--- config.mk ---
export PLATFORM = sky130hd
export DESIGN_NAME = tmr_array
export DESIGN_NICKNAME = d
export VERILOG_FILES = /design/src/rtl/tmr_pkg.sv /design/src/rtl/tmr_capq.sv /design/src/rtl/tmr_pin.sv /design/src/rtl/tmr_array.sv
export SDC_FILE = /design/constraint.sdc
export NUM_CORES = 1
export LEC_CHECK = 0
export BUFFER_PORTS_ARGS = -buffer_cell sky130_fd_sc_hd__buf_2
export CAP_MARGIN = 20
export CORE_UTILIZATION = 61
export DETAILED_ROUTE_END_ITERATION = 10
export MAX_ROUTING_LAYER = met4
export PLACE_DENSITY = 0.91
export SLEW_MARGIN = 10
export SYNTH_ARGS = -nofsm -noshare
export SYNTH_HDL_FRONTEND = slang
export SYNTH_SLANG_ARGS = --single-unit
--- constraint.sdc ---
create_clock -name clk -period 3.25 [get_ports clk]
set_clock_uncertainty 0.1 [all_clocks]
set_input_delay 0.8125 -clock clk [delete_from_list [all_inputs] [get_ports clk]]
set_output_delay 0.8125 -clock clk [all_outputs]
set_load 0.005 [all_outputs]
--- src/rtl/tmr_pkg.sv ---
package tmr_pkg;
  typedef enum logic [1:0] {EDG_OFF, EDG_RISE, EDG_FALL, EDG_BOTH} edge_sel_e;
  typedef enum logic [1:0] {ACT_NONE, ACT_TOGGLE, ACT_LOW, ACT_HIGH} pin_act_e;

  // Qualified level just changed to new_lvl: is this edge selected?
  function automatic logic edge_taken(input logic [1:0] sel, input logic new_lvl);
    case (edge_sel_e'(sel))
      EDG_RISE: return new_lvl;
      EDG_FALL: return !new_lvl;
      EDG_BOTH: return 1'b1;
      default:  return 1'b0;
    endcase
  endfunction

  function automatic logic act_result(input logic [1:0] act, input logic cur);
    case (pin_act_e'(act))
      ACT_TOGGLE: return !cur;
      ACT_LOW:    return 1'b0;
      ACT_HIGH:   return 1'b1;
      default:    return cur;
    endcase
  endfunction

  // Master override has priority over the pin's own match.
  function automatic logic pin_next(input logic cur, input logic own_hit, input logic [1:0] act,
                                    input logic mst_hit, input logic msk, input logic lvl);
    if (mst_hit && msk) return lvl;
    if (own_hit) return act_result(act, cur);
    return cur;
  endfunction
endpackage

--- src/rtl/tmr_capq.sv ---
module tmr_capq
  import tmr_pkg::*;
(
  input  logic       clk,
  input  logic       rst,
  input  logic       pin,
  input  logic [1:0] sel,
  output logic       evt
);
  logic s1, s2, s3, qlvl;
  logic stable, changed;

  assign stable  = (s2 == s3);
  assign changed = stable && (s2 != qlvl);
  assign evt     = changed && edge_taken(sel, s2);

  always_ff @(posedge clk) begin
    if (rst) begin
      s1 <= 1'b0; s2 <= 1'b0; s3 <= 1'b0; qlvl <= 1'b0;
    end else begin
      s1 <= pin;
      s2 <= s1;
      s3 <= s2;
      if (stable) qlvl <= s2;
    end
  end
endmodule

--- src/rtl/tmr_pin.sv ---
module tmr_pin
  import tmr_pkg::*;
(
  input  logic       clk,
  input  logic       rst,
  input  logic       en,
  input  logic       own_hit,
  input  logic [1:0] act,
  input  logic       mst_hit,
  input  logic       msk,
  input  logic       lvl,
  output logic       pin
);
  always_ff @(posedge clk) begin
    if (rst) pin <= 1'b0;
    else if (en) pin <= pin_next(pin, own_hit, act, mst_hit, msk, lvl);
  end
endmodule

--- src/rtl/tmr_array.sv ---
module tmr_array
  import tmr_pkg::*;
#(
  parameter int CW   = 16,
  parameter int NCAP = 3,
  parameter int NCMP = 4,
  parameter int AW   = 4
) (
  input  logic                 clk,
  input  logic                 rst,
  input  logic [NCAP-1:0]      cap_in,
  input  logic                 shr_in,
  output logic [NCMP-1:0]      cmp_out,
  output logic                 shr_out,
  output logic                 shr_oe,
  input  logic                 bus_we,
  input  logic [AW-1:0]        bus_addr,
  input  logic [CW-1:0]        bus_wdata,
  output logic [CW-1:0]        bus_rdata,
  output logic [NCAP+NCMP:0]   irq_src
);
  localparam int NCH    = NCAP + 1 + NCMP;
  localparam int NPIN   = NCMP + 1;
  localparam int A_ESEL = NCH + 1;
  localparam int A_ACT  = NCH + 2;
  localparam int A_OVR  = NCH + 3;
  localparam int A_MODE = NCH + 4;
  localparam int A_STAT = NCH + 5;
  localparam int OVR_LVL_LSB = 8;

  logic [CW-1:0]            cnt;
  logic [NCH-1:0][CW-1:0]   chr;
  logic [2*(NCAP+1)-1:0]    esel;
  logic [2*NPIN-1:0]        actr;
  logic [NPIN-1:0]          mmask, mdata, pin_en, pin_q, cmp_hit;
  logic                     shr_cmp;
  logic [NCH-1:0]           flags, ev, clr;
  logic [NCAP:0]            cap_evt;

  // free-running counter
  always_ff @(posedge clk) begin
    if (rst) cnt <= '0;
    else cnt <= cnt + 1'b1;
  end

  // capture qualifiers: dedicated inputs, then the shared one
  for (genvar i = 0; i <= NCAP; i++) begin : g_cap
    logic raw_evt;
    if (i < NCAP) begin : g_ded
      tmr_capq u_q (.clk(clk), .rst(rst), .pin(cap_in[i]), .sel(esel[2*i+:2]), .evt(raw_evt));
      assign cap_evt[i] = raw_evt;
    end else begin : g_shr
      tmr_capq u_q (.clk(clk), .rst(rst), .pin(shr_in), .sel(esel[2*i+:2]), .evt(raw_evt));
      assign cap_evt[i] = raw_evt && !shr_cmp;
    end
  end

  // comparators and output pins (index NCMP is the shared pin)
  for (genvar j = 0; j < NPIN; j++) begin : g_cmp
    if (j < NCMP) begin : g_ded
      assign cmp_hit[j] = (cnt == chr[NCAP+1+j]);
      assign pin_en[j]  = 1'b1;
      assign ev[NCAP+1+j] = cmp_hit[j];
    end else begin : g_shr
      assign cmp_hit[j] = shr_cmp && (cnt == chr[NCAP]);
      assign pin_en[j]  = shr_cmp;
    end
    tmr_pin u_pin (
      .clk(clk), .rst(rst), .en(pin_en[j]), .own_hit(cmp_hit[j]), .act(actr[2*j+:2]),
      .mst_hit(cmp_hit[0]), .msk(mmask[j]), .lvl(mdata[j]), .pin(pin_q[j])
    );
  end

  for (genvar i = 0; i < NCAP; i++) begin : g_capev
    assign ev[i] = cap_evt[i];
  end
  assign ev[NCAP] = shr_cmp ? cmp_hit[NCMP] : cap_evt[NCAP];

  function automatic logic wr_at(input int a);
    return bus_we && (bus_addr == AW'(a));
  endfunction

  assign clr = wr_at(A_STAT) ? bus_wdata[NCH-1:0] : '0;

  always_ff @(posedge clk) begin
    if (rst) begin
      chr <= '0; esel <= '0; actr <= '0; mmask <= '0; mdata <= '0;
      shr_cmp <= 1'b0; flags <= '0;
    end else begin
      for (int i = 0; i < NCAP; i++)
        if (cap_evt[i]) chr[i] <= cnt;
      if (cap_evt[NCAP]) chr[NCAP] <= cnt;
      else if (shr_cmp && wr_at(NCAP + 1)) chr[NCAP] <= bus_wdata;
      for (int i = NCAP + 1; i < NCH; i++)
        if (wr_at(i + 1)) chr[i] <= bus_wdata;
      if (wr_at(A_ESEL)) esel <= bus_wdata[2*(NCAP+1)-1:0];
      if (wr_at(A_ACT))  actr <= bus_wdata[2*NPIN-1:0];
      if (wr_at(A_OVR)) begin
        mmask <= bus_wdata[NPIN-1:0];
        mdata <= bus_wdata[OVR_LVL_LSB+:NPIN];
      end
      if (wr_at(A_MODE)) shr_cmp <= bus_wdata[0];
      flags <= (flags & ~clr) | ev;
    end
  end

  always_comb begin
    bus_rdata = '0;
    if (bus_addr == AW'(0)) bus_rdata = cnt;
    for (int i = 0; i < NCH; i++)
      if (bus_addr == AW'(i + 1)) bus_rdata = chr[i];
    if (bus_addr == AW'(A_ESEL)) bus_rdata = CW'(esel);
    if (bus_addr == AW'(A_ACT))  bus_rdata = CW'(actr);
    if (bus_addr == AW'(A_OVR)) begin
      bus_rdata[NPIN-1:0] = mmask;
      bus_rdata[OVR_LVL_LSB+:NPIN] = mdata;
    end
    if (bus_addr == AW'(A_MODE)) bus_rdata = CW'(shr_cmp);
    if (bus_addr == AW'(A_STAT)) bus_rdata = CW'(flags);
  end

  assign cmp_out = pin_q[NCMP-1:0];
  assign shr_out = pin_q[NCMP];
  assign shr_oe  = shr_cmp;
  assign irq_src = flags;
endmodule

# --- After elaboration in Yosys (flattened, before gate mapping) ---
# Cells that the tools add are included.
classes:
  reduce_logical: 48
  mux: 75
  addsub: 1
  bitwise_logic: 3
  n_eq_ne: 58
ops:
  columns: ["cell", "count"]
  rows:
  - ["two-way mux 16 bit", 15]
  - ["equality test 16 bit", 5]
  - ["two-way mux 1 bit", 48]
  - ["equality test 2 bit, second input constant", 18]
  - ["one-hot mux 1 bit (3 select lines)", 9]
  - ["logical AND 1 bit", 26]
  - ["!= test 5 bit, second input constant", 5]
  - ["equality test 4 bit, second input constant", 6]
  - ["equality test 2 x 1 -> 1 bit, second input constant", 9]
  - ["adder 16 x 1 -> 16 bit, second input constant", 1]
  - ["equality test 4 x 3 -> 1 bit, second input constant", 4]
  - ["nonzero test 2 bit", 6]
  - ["logical NOT 1 bit", 10]
  - ["two-way mux 5 bit", 2]
  - ["AND 8 bit", 1]
  - ["equality test 4 x 2 -> 1 bit, second input constant", 2]
  - ["two-way mux 8 bit", 1]
  - ["inverter 8 bit", 1]
  - ["bitwise OR 8 bit", 1]
  - ["AND reduction 2 bit", 4]
  - ["equality test 1 bit", 4]
  - ["equality test 4 x 1 -> 1 bit, second input constant", 1]
  - ["logical NOT 4 bit", 1]
  - ["!= test 1 bit", 4]
  - ["AND reduction 3 bit", 1]
totals:
  input_bits: 27
  word_cells: 221
  regBits: 202
  output_inout_bits: 30

# --- Longest topological paths before layout ---
logic_depth:
  word_depth: 15
  ltp_mapped: 9
  mapped_depth_nobuf: 6

# --- Modules after synthesis ---
# From an unflattened synthesis, not the netlist that was laid out.
unflattened:
  hier_cells: 1278
  area_unflattened_um2: 10448.8
modules_own_cells:
  columns: ["module", "seq_area_each_um2", "cells_each", "area_each_um2", "instances"]
  rows:
  - ["tmr_array", 3623.5, 1171, 9459.1, 1]
  - ["tmr_capq", 80.1, 13, 136.4, 4]
  - ["tmr_pin", 20.0, 11, 88.8, 5]

# --- Worst setup path before layout ---
# OpenSTA, ideal clock, no wires.
synth_timing:
  path_type: "in2out"
  from: "input port bus_addr[1]"
  to: "output port bus_rdata[12]"
  stages: 6
  arrival_time_ns: 2.095
  slack_ns: 0.243
  path_buffers: 2
  required_ns: 2.338
  cell_sequence: "buf_4 buf_6 mux4_2 a21oi_1 a21oi_1 a221o_1"
synth_between:
  elab_chain_cells: 15
  elab_cells_between_ends: 28
  classes_between: "eq/ne (13); mux (14); reduce/logical (1)"
synth_lines:
  columns: ["item", "line", "rtl"]
  rows:
  - ["from (decl)", "tmr_array.sv:17", "input logic [AW-1:0] bus_addr,"]
  - ["logical NOT 4 bit", "tmr_array.sv:109", "if (bus_addr == AW'(0)) bus_rdata = cnt;"]
  - ["two-way mux 16 bit", "tmr_array.sv:109", null]
  - ["two-way mux 16 bit (8 in a row)", "tmr_array.sv:111", "if (bus_addr == AW'(i + 1)) bus_rdata = chr[i];"]
  - ["two-way mux 16 bit", "tmr_array.sv:112", "if (bus_addr == AW'(A_ESEL)) bus_rdata = CW'(esel);"]
  - ["two-way mux 16 bit", "tmr_array.sv:113", "if (bus_addr == AW'(A_ACT)) bus_rdata = CW'(actr);"]
  - ["two-way mux 5 bit", "tmr_array.sv:114", "if (bus_addr == AW'(A_OVR)) begin"]
  - ["two-way mux 16 bit", "tmr_array.sv:118", "if (bus_addr == AW'(A_MODE)) bus_rdata = CW'(shr_cmp);"]
  - ["two-way mux 16 bit *", "tmr_array.sv:119", "if (bus_addr == AW'(A_STAT)) bus_rdata = CW'(flags);"]
  - ["to (decl)", "tmr_array.sv:19", "output logic [CW-1:0] bus_rdata,"]
# Every way passes the cells marked *; elsewhere a longest branch is shown, timed or not.

# --- Final worst setup path ---
layout_timing:
  from: "input port bus_addr[1]"
  to: "output port bus_rdata[6]"
layout_between:
  elab_chain_cells: 14
  elab_cells_between_ends: 26
  classes_between: "eq/ne (12); mux (13); reduce/logical (1)"
layout_lines:
  columns: ["item", "line"]
  rows:
  - ["logical NOT 4 bit", "tmr_array.sv:109"]
  - ["two-way mux 16 bit", "tmr_array.sv:109"]
  - ["two-way mux 16 bit (8 in a row)", "tmr_array.sv:111"]
  - ["two-way mux 16 bit", "tmr_array.sv:112"]
  - ["two-way mux 16 bit", "tmr_array.sv:113"]
  - ["two-way mux 16 bit", "tmr_array.sv:118"]
  - ["two-way mux 16 bit *", "tmr_array.sv:119"]
# Marks and branches as above.

==> impl_results.html <==
<table>
<tr><th>Metric</th><th>Value</th></tr>
<tr><th colspan="2">Timing</th></tr>
<tr><td>Post-route worst hold slack</td><td>0.336 ns</td></tr>
<tr><td>Final setup violation count</td><td>0</td></tr>
<tr><td>Slew HR</td><td>0.511</td></tr>
<tr><td>Post-layout minimum cycle time</td><td>3.24 ns</td></tr>
<tr><td>Final Max Slew Viols</td><td>0</td></tr>
<tr><td>Final worst path period share</td><td>0.997</td></tr>
<tr><td>Maximum operating frequency</td><td>309 MHz</td></tr>
<tr><td>Final count of hold timing violations</td><td>0</td></tr>
<tr><td>Transition time of the tightest slew-check pin</td><td>0.734 ns</td></tr>
<tr><td>Setup repair after global routing missed its margin</td><td>true</td></tr>
<tr><th colspan="2">Power and ir drop</th></tr>
<tr><td>Pwr Total</td><td>5.49 mW</td></tr>
<tr><td>Leak Pwr</td><td>4.36 nW</td></tr>
<tr><td>Worst IR Drop VDD</td><td>0.000451 V</td></tr>
<tr><td>Power per Cell Area</td><td>468 nW/µm²</td></tr>
<tr><th colspan="2">Logic synthesis</th></tr>
<tr><td>Fraction of synthesized cell area taken by the top area cell type</td><td>0.392</td></tr>
<tr><td>Most frequently used flop master after synthesis</td><td>dfxtp_1</td></tr>
<tr><td>Post-synthesis instance area</td><td>10300 µm²</td></tr>
<tr><td>Count of flip-flops with a built-in enable after synthesis</td><td>0</td></tr>
<tr><td>Synthesized-area fraction occupied by xor and xnor cells</td><td>0.0839</td></tr>
<tr><td>Biggest area contributors in the synthesized netlist</td><td>dfxtp_1 39%, mux2i_1 9.0%, nand2_1 8.1%, xnor2_1 6.7%, a21oi_1 5.9%</td></tr>
<tr><td>Number of warning messages in the yosys log</td><td>0</td></tr>
<tr><td>Mux share of post-synthesis cell area</td><td>0.129</td></tr>
<tr><td>Synthesized flop and latch total</td><td>202</td></tr>
<tr><td>Gate count after technology mapping</td><td>1207</td></tr>
<tr><td>Synthesized net count</td><td>1235</td></tr>
<tr><td>Synthesized area divided by synthesized cell count</td><td>8.54 µm²</td></tr>
<tr><td>Number of different library cells in the post-synthesis netlist</td><td>71</td></tr>
<tr><td>Library cell with the highest instance count after synthesis</td><td>nand2_1</td></tr>
<tr><td>Cell types with the highest counts after synthesis</td><td>222 x nand2_1, 202 x dfxtp_1, 122 x a21oi_1</td></tr>
<tr><td>Combinational family with the most area after synthesis</td><td>simple AND/OR/NAND/NOR gates</td></tr>
<tr><td>Compound-Gate Fraction of Synth Area</td><td>0.135</td></tr>
<tr><td>Adder-Cell Fraction of Synth Area</td><td>0.00121</td></tr>
<tr><td>Largest area contributor in the synthesized netlist</td><td>dfxtp_1</td></tr>
<tr><td>FFs w/ async S/R, synth</td><td>0</td></tr>
<tr><td>Simple logic cell fraction of the synthesized area</td><td>0.195</td></tr>
<tr><td>Sequential cell area fraction in the yosys report</td><td>0.392</td></tr>
<tr><th colspan="2">Min path</th></tr>
<tr><td>Hold path endpoint</td><td>g_cap[1].g_ded.u_q.s2</td></tr>
<tr><td>Number of cells on the worst hold path</td><td>1</td></tr>
<tr><td>Hold Crit Start</td><td>g_cap[1].g_ded.u_q.s1</td></tr>
<tr><td>Min-Delay Path Class</td><td>flop to flop</td></tr>
<tr><th colspan="2">Global routing</th></tr>
<tr><td>First-pass GRT wire length</td><td>49900 µm</td></tr>
<tr><td>Global-route met2 utilization</td><td>0.576</td></tr>
<tr><td>Met1 usage</td><td>0.496</td></tr>
<tr><td>Grt peak-use layer</td><td>met2</td></tr>
<tr><td>Overflow left after global routing</td><td>0</td></tr>
<tr><td>Antenna violations before repair</td><td>0</td></tr>
<tr><td>GRT Resource Usage Total</td><td>0.383</td></tr>
<tr><td>Largest net degree at the start of global routing</td><td>74</td></tr>
<tr><td>Met3 capacity usage during global routing</td><td>0.0734</td></tr>
<tr><td>Vias in the first global route</td><td>8855</td></tr>
<tr><th colspan="2">Cells and area</th></tr>
<tr><td>Area overhead of the layout relative to synthesis</td><td>13.6%</td></tr>
<tr><td>Number of fillers in the final layout</td><td>1260</td></tr>
<tr><td>Antenna diode instance count</td><td>0</td></tr>
<tr><td>Share of layout cells above drive strength 1</td><td>0.175</td></tr>
<tr><td>Net count of the finished layout</td><td>1291</td></tr>
<tr><th colspan="2">Die</th></tr>
<tr><td>Core area</td><td>16500 µm²</td></tr>
<tr><td>Die extent in x</td><td>132 µm</td></tr>
<tr><td>Height of the die</td><td>132 µm</td></tr>
<tr><td>FP Rows</td><td>47</td></tr>
<tr><td>Die outline area</td><td>17400 µm²</td></tr>
<tr><td>Effective utilization at floorplan</td><td>0.624</td></tr>
<tr><td>I/O pin count</td><td>57</td></tr>
<tr><th colspan="2">Worst setup path</th></tr>
<tr><td>Start-to-end type of the worst setup path</td><td>input pin to output port</td></tr>
<tr><td>Required time at the worst-slack endpoint</td><td>2.34 ns</td></tr>
<tr><td>R2R Path End</td><td>g_cmp[3].u_pin.pin</td></tr>
<tr><td>R2R cell count</td><td>6</td></tr>
<tr><td>Crit start category</td><td>input pin</td></tr>
<tr><td>Arrival time of the worst setup path</td><td>2.33 ns</td></tr>
<tr><td>Maximum net fanout on the critical path</td><td>11</td></tr>
<tr><td>Reg-to-reg critical path startpoint</td><td>cnt[15]</td></tr>
<tr><td>Critical Path End Type</td><td>output port</td></tr>
<tr><td>Reg-to-reg slack, setup</td><td>0.86 ns</td></tr>
<tr><th colspan="2">Route</th></tr>
<tr><td>Post-Route WL</td><td>33000 µm</td></tr>
<tr><td>Vias per cell</td><td>6.36</td></tr>
<tr><td>Iteration count of the initial detailed-routing pass</td><td>6</td></tr>
<tr><td>Remaining routing DRC violations</td><td>0</td></tr>
<tr><td>Wirelength per Cell</td><td>22.0 µm</td></tr>
<tr><td>Post-route antenna net violation count</td><td>0</td></tr>
<tr><td>Total number of vias</td><td>9527</td></tr>
<tr><td>Initial DRC count</td><td>1033</td></tr>
<tr><th colspan="2">Job</th></tr>
<tr><td>Total of max-cap violations</td><td>0</td></tr>
<tr><th colspan="2">Placed design</th></tr>
<tr><td>Port Buffers</td><td>56</td></tr>
<tr><td>Estimated wirelength of the detail-placed design</td><td>23400 µm</td></tr>
<tr><td>Global placement routability congestion</td><td>1.05</td></tr>
<tr><th colspan="2">Clock tree</th></tr>
<tr><td>Clock-pin slew of the registers on the worst-case setup and hold paths</td><td>0.06 ns</td></tr>
<tr><td>Worst-case clock buffer depth</td><td>3</td></tr>
<tr><td>Number of buffers created by CTS</td><td>22</td></tr>
<tr><td>Number of H-tree levels</td><td>1</td></tr>
<tr><td>Clock root cell</td><td>clkbuf_16</td></tr>
<tr><td>TritonCTS sink count</td><td>202</td></tr>
<tr><td>CTS tree</td><td>done</td></tr>
<tr><td>Hold-fix buffers at CTS</td><td>0</td></tr>
<tr><td>Clk_lat worst skew</td><td>0.52 ns</td></tr>
<tr><th colspan="2">Status</th></tr>
<tr><td>Status</td><td>finished, final reports clean</td></tr>
</table>
-- timing repair --
action / in CTS / in global routing
buffers inserted: 0 / 0
endpoints found under the setup margin: 15 / 15
pin swaps: 0 / 3
cloned: 0 / 0
resized for setup: 8 / 20
-- area by class of cell --
| type | instances | area (µm²) | share of cell area |
|---|---|---|---|
| Sequential cell | 202 | 4040 | 0.345 |
| Clock inverter | 7 | 77.6 | 0.00662 |
| Clock buffer | 32 | 608 | 0.0519 |
| Timing Repair Buffer | 145 | 1000 | 0.0854 |
| Inverter | 5 | 22.5 | 0.00192 |
| Multi-Input combinational cell | 887 | 5690 | 0.485 |
| Tap cell | 220 | 275 | 0.0235 |
-- critical path: stages --
cell	delay (ns)
buf_6	0.13
buf_4	0.14
mux2i_1	0.11
o2bb2ai_1	0.14
nand2b_1	0.09
a311oi_1	0.34
o32ai_1	0.14
a22oi_1	0.24
buf_2	0.16
-- flip-flops by register name (all words and copies together) (netlist names), 5 cells and up --
name,cells
actr,10
g_cmp.u_pin.pin,5
mmask,5
chr,128
irq_src,8
esel,8
cnt,16
mdata,5
-- report_power, final --
| group | leakage [nW] | total, mW | switching (mW) | internal (mW) |
|---|---|---|---|---|
| clock | 0.332 | 2.42 | 1.04 | 1.38 |
| combinational | 2.40 | 0.520 | 0.321 | 0.199 |
| sequential | 1.63 | 2.54 | 0.0358 | 2.51 |
| total | 4.36 | 5.49 | 1.40 | 4.09 |
-- cells in the final DEF (no fill, tap or decap), types with 3 or more instances in the layout --
cell type	Yosys	routed
o21ai_0	24	21
mux2i_1	93	93
nor2_1	121	120
mux2_2	4	4
nor3b_1	3	3
a21oi_1	122	119
clkbuf_1	41	8
inv_1	5	4
clkbuf_16	0	22
nor4_4	3	3
nand3b_1	3	3
buf_2	39	52
mux2_1	3	3
o21ai_1	0	3
a32oi_1	3	3
a22o_1	3	3
dfxtp_1	202	202
mux4_2	13	14
a211oi_1	20	20
nor2b_1	20	18
xor2_1	11	11
nor3_1	9	8
a21boi_0	3	3
nand4_1	22	22
xnor2_2	3	3
buf_6	12	6
and3_1	14	14
nand2b_1	3	3
o211ai_1	7	7
buf_4	17	85
nand2_1	222	222
xnor2_1	79	79
a22oi_1	10	10
a221o_1	5	5
nand3_1	17	17
clkinv_2	0	3
a222oi_1	3	3
-- cells by family (layout without fill, tap and decap cells) --
| family | count (synthesis) | after routing |
|---|---|---|
| compound gates | 227 | 227 |
| xor+xnor | 94 | 94 |
| fa+ha+maj | 1 | 1 |
| buf+inv | 118 | 189 |
| flops | 202 | 202 |
| mux | 114 | 114 |
| simple gates | 451 | 451 |
-- per-stage QoR --
stage	worst slack, ns	TNS (ns)	util	cells	instance area (µm²)
after global placement	-0.161	-0.911	0.662	1459	10900
after CTS	0.0297	0	0.705	1498	11700
final	0.00973	0	0.709	1498	11700
after global routing	-0.0234	-0.0337	0.709	1498	11700
after detailed placement	-0.165	-0.935	0.662	1459	10900
after floorplan	0.243	0	-	1207	10300
-- worst max-delay path by stage --
stage                            from             to  slack, ns  cells past startpoint
after global placement    bus_addr[1]  bus_rdata[12]      -0.16                      7
after CTS                 bus_addr[1]   bus_rdata[0]       0.03                     10
after detailed placement  bus_addr[1]  bus_rdata[12]      -0.17                      7
after global routing      bus_addr[1]   bus_rdata[6]      -0.02                      9
final                     bus_addr[1]   bus_rdata[6]       0.01                      9
after floorplan           bus_addr[1]  bus_rdata[12]       0.24                      6
-- metal layers --
layer | vias to the layer above | wire, µm | part of all wire
met5 | - | 0 | 0
met4 | 0 | 1830 | 0.055
met3 | 146 | 3710 | 0.11
met2 | 615 | 14700 | 0.44
met1 | 4525 | 12800 | 0.39
li1 | 4241 | - | -
Note: power is estimated with default switching activity, not from simulation.
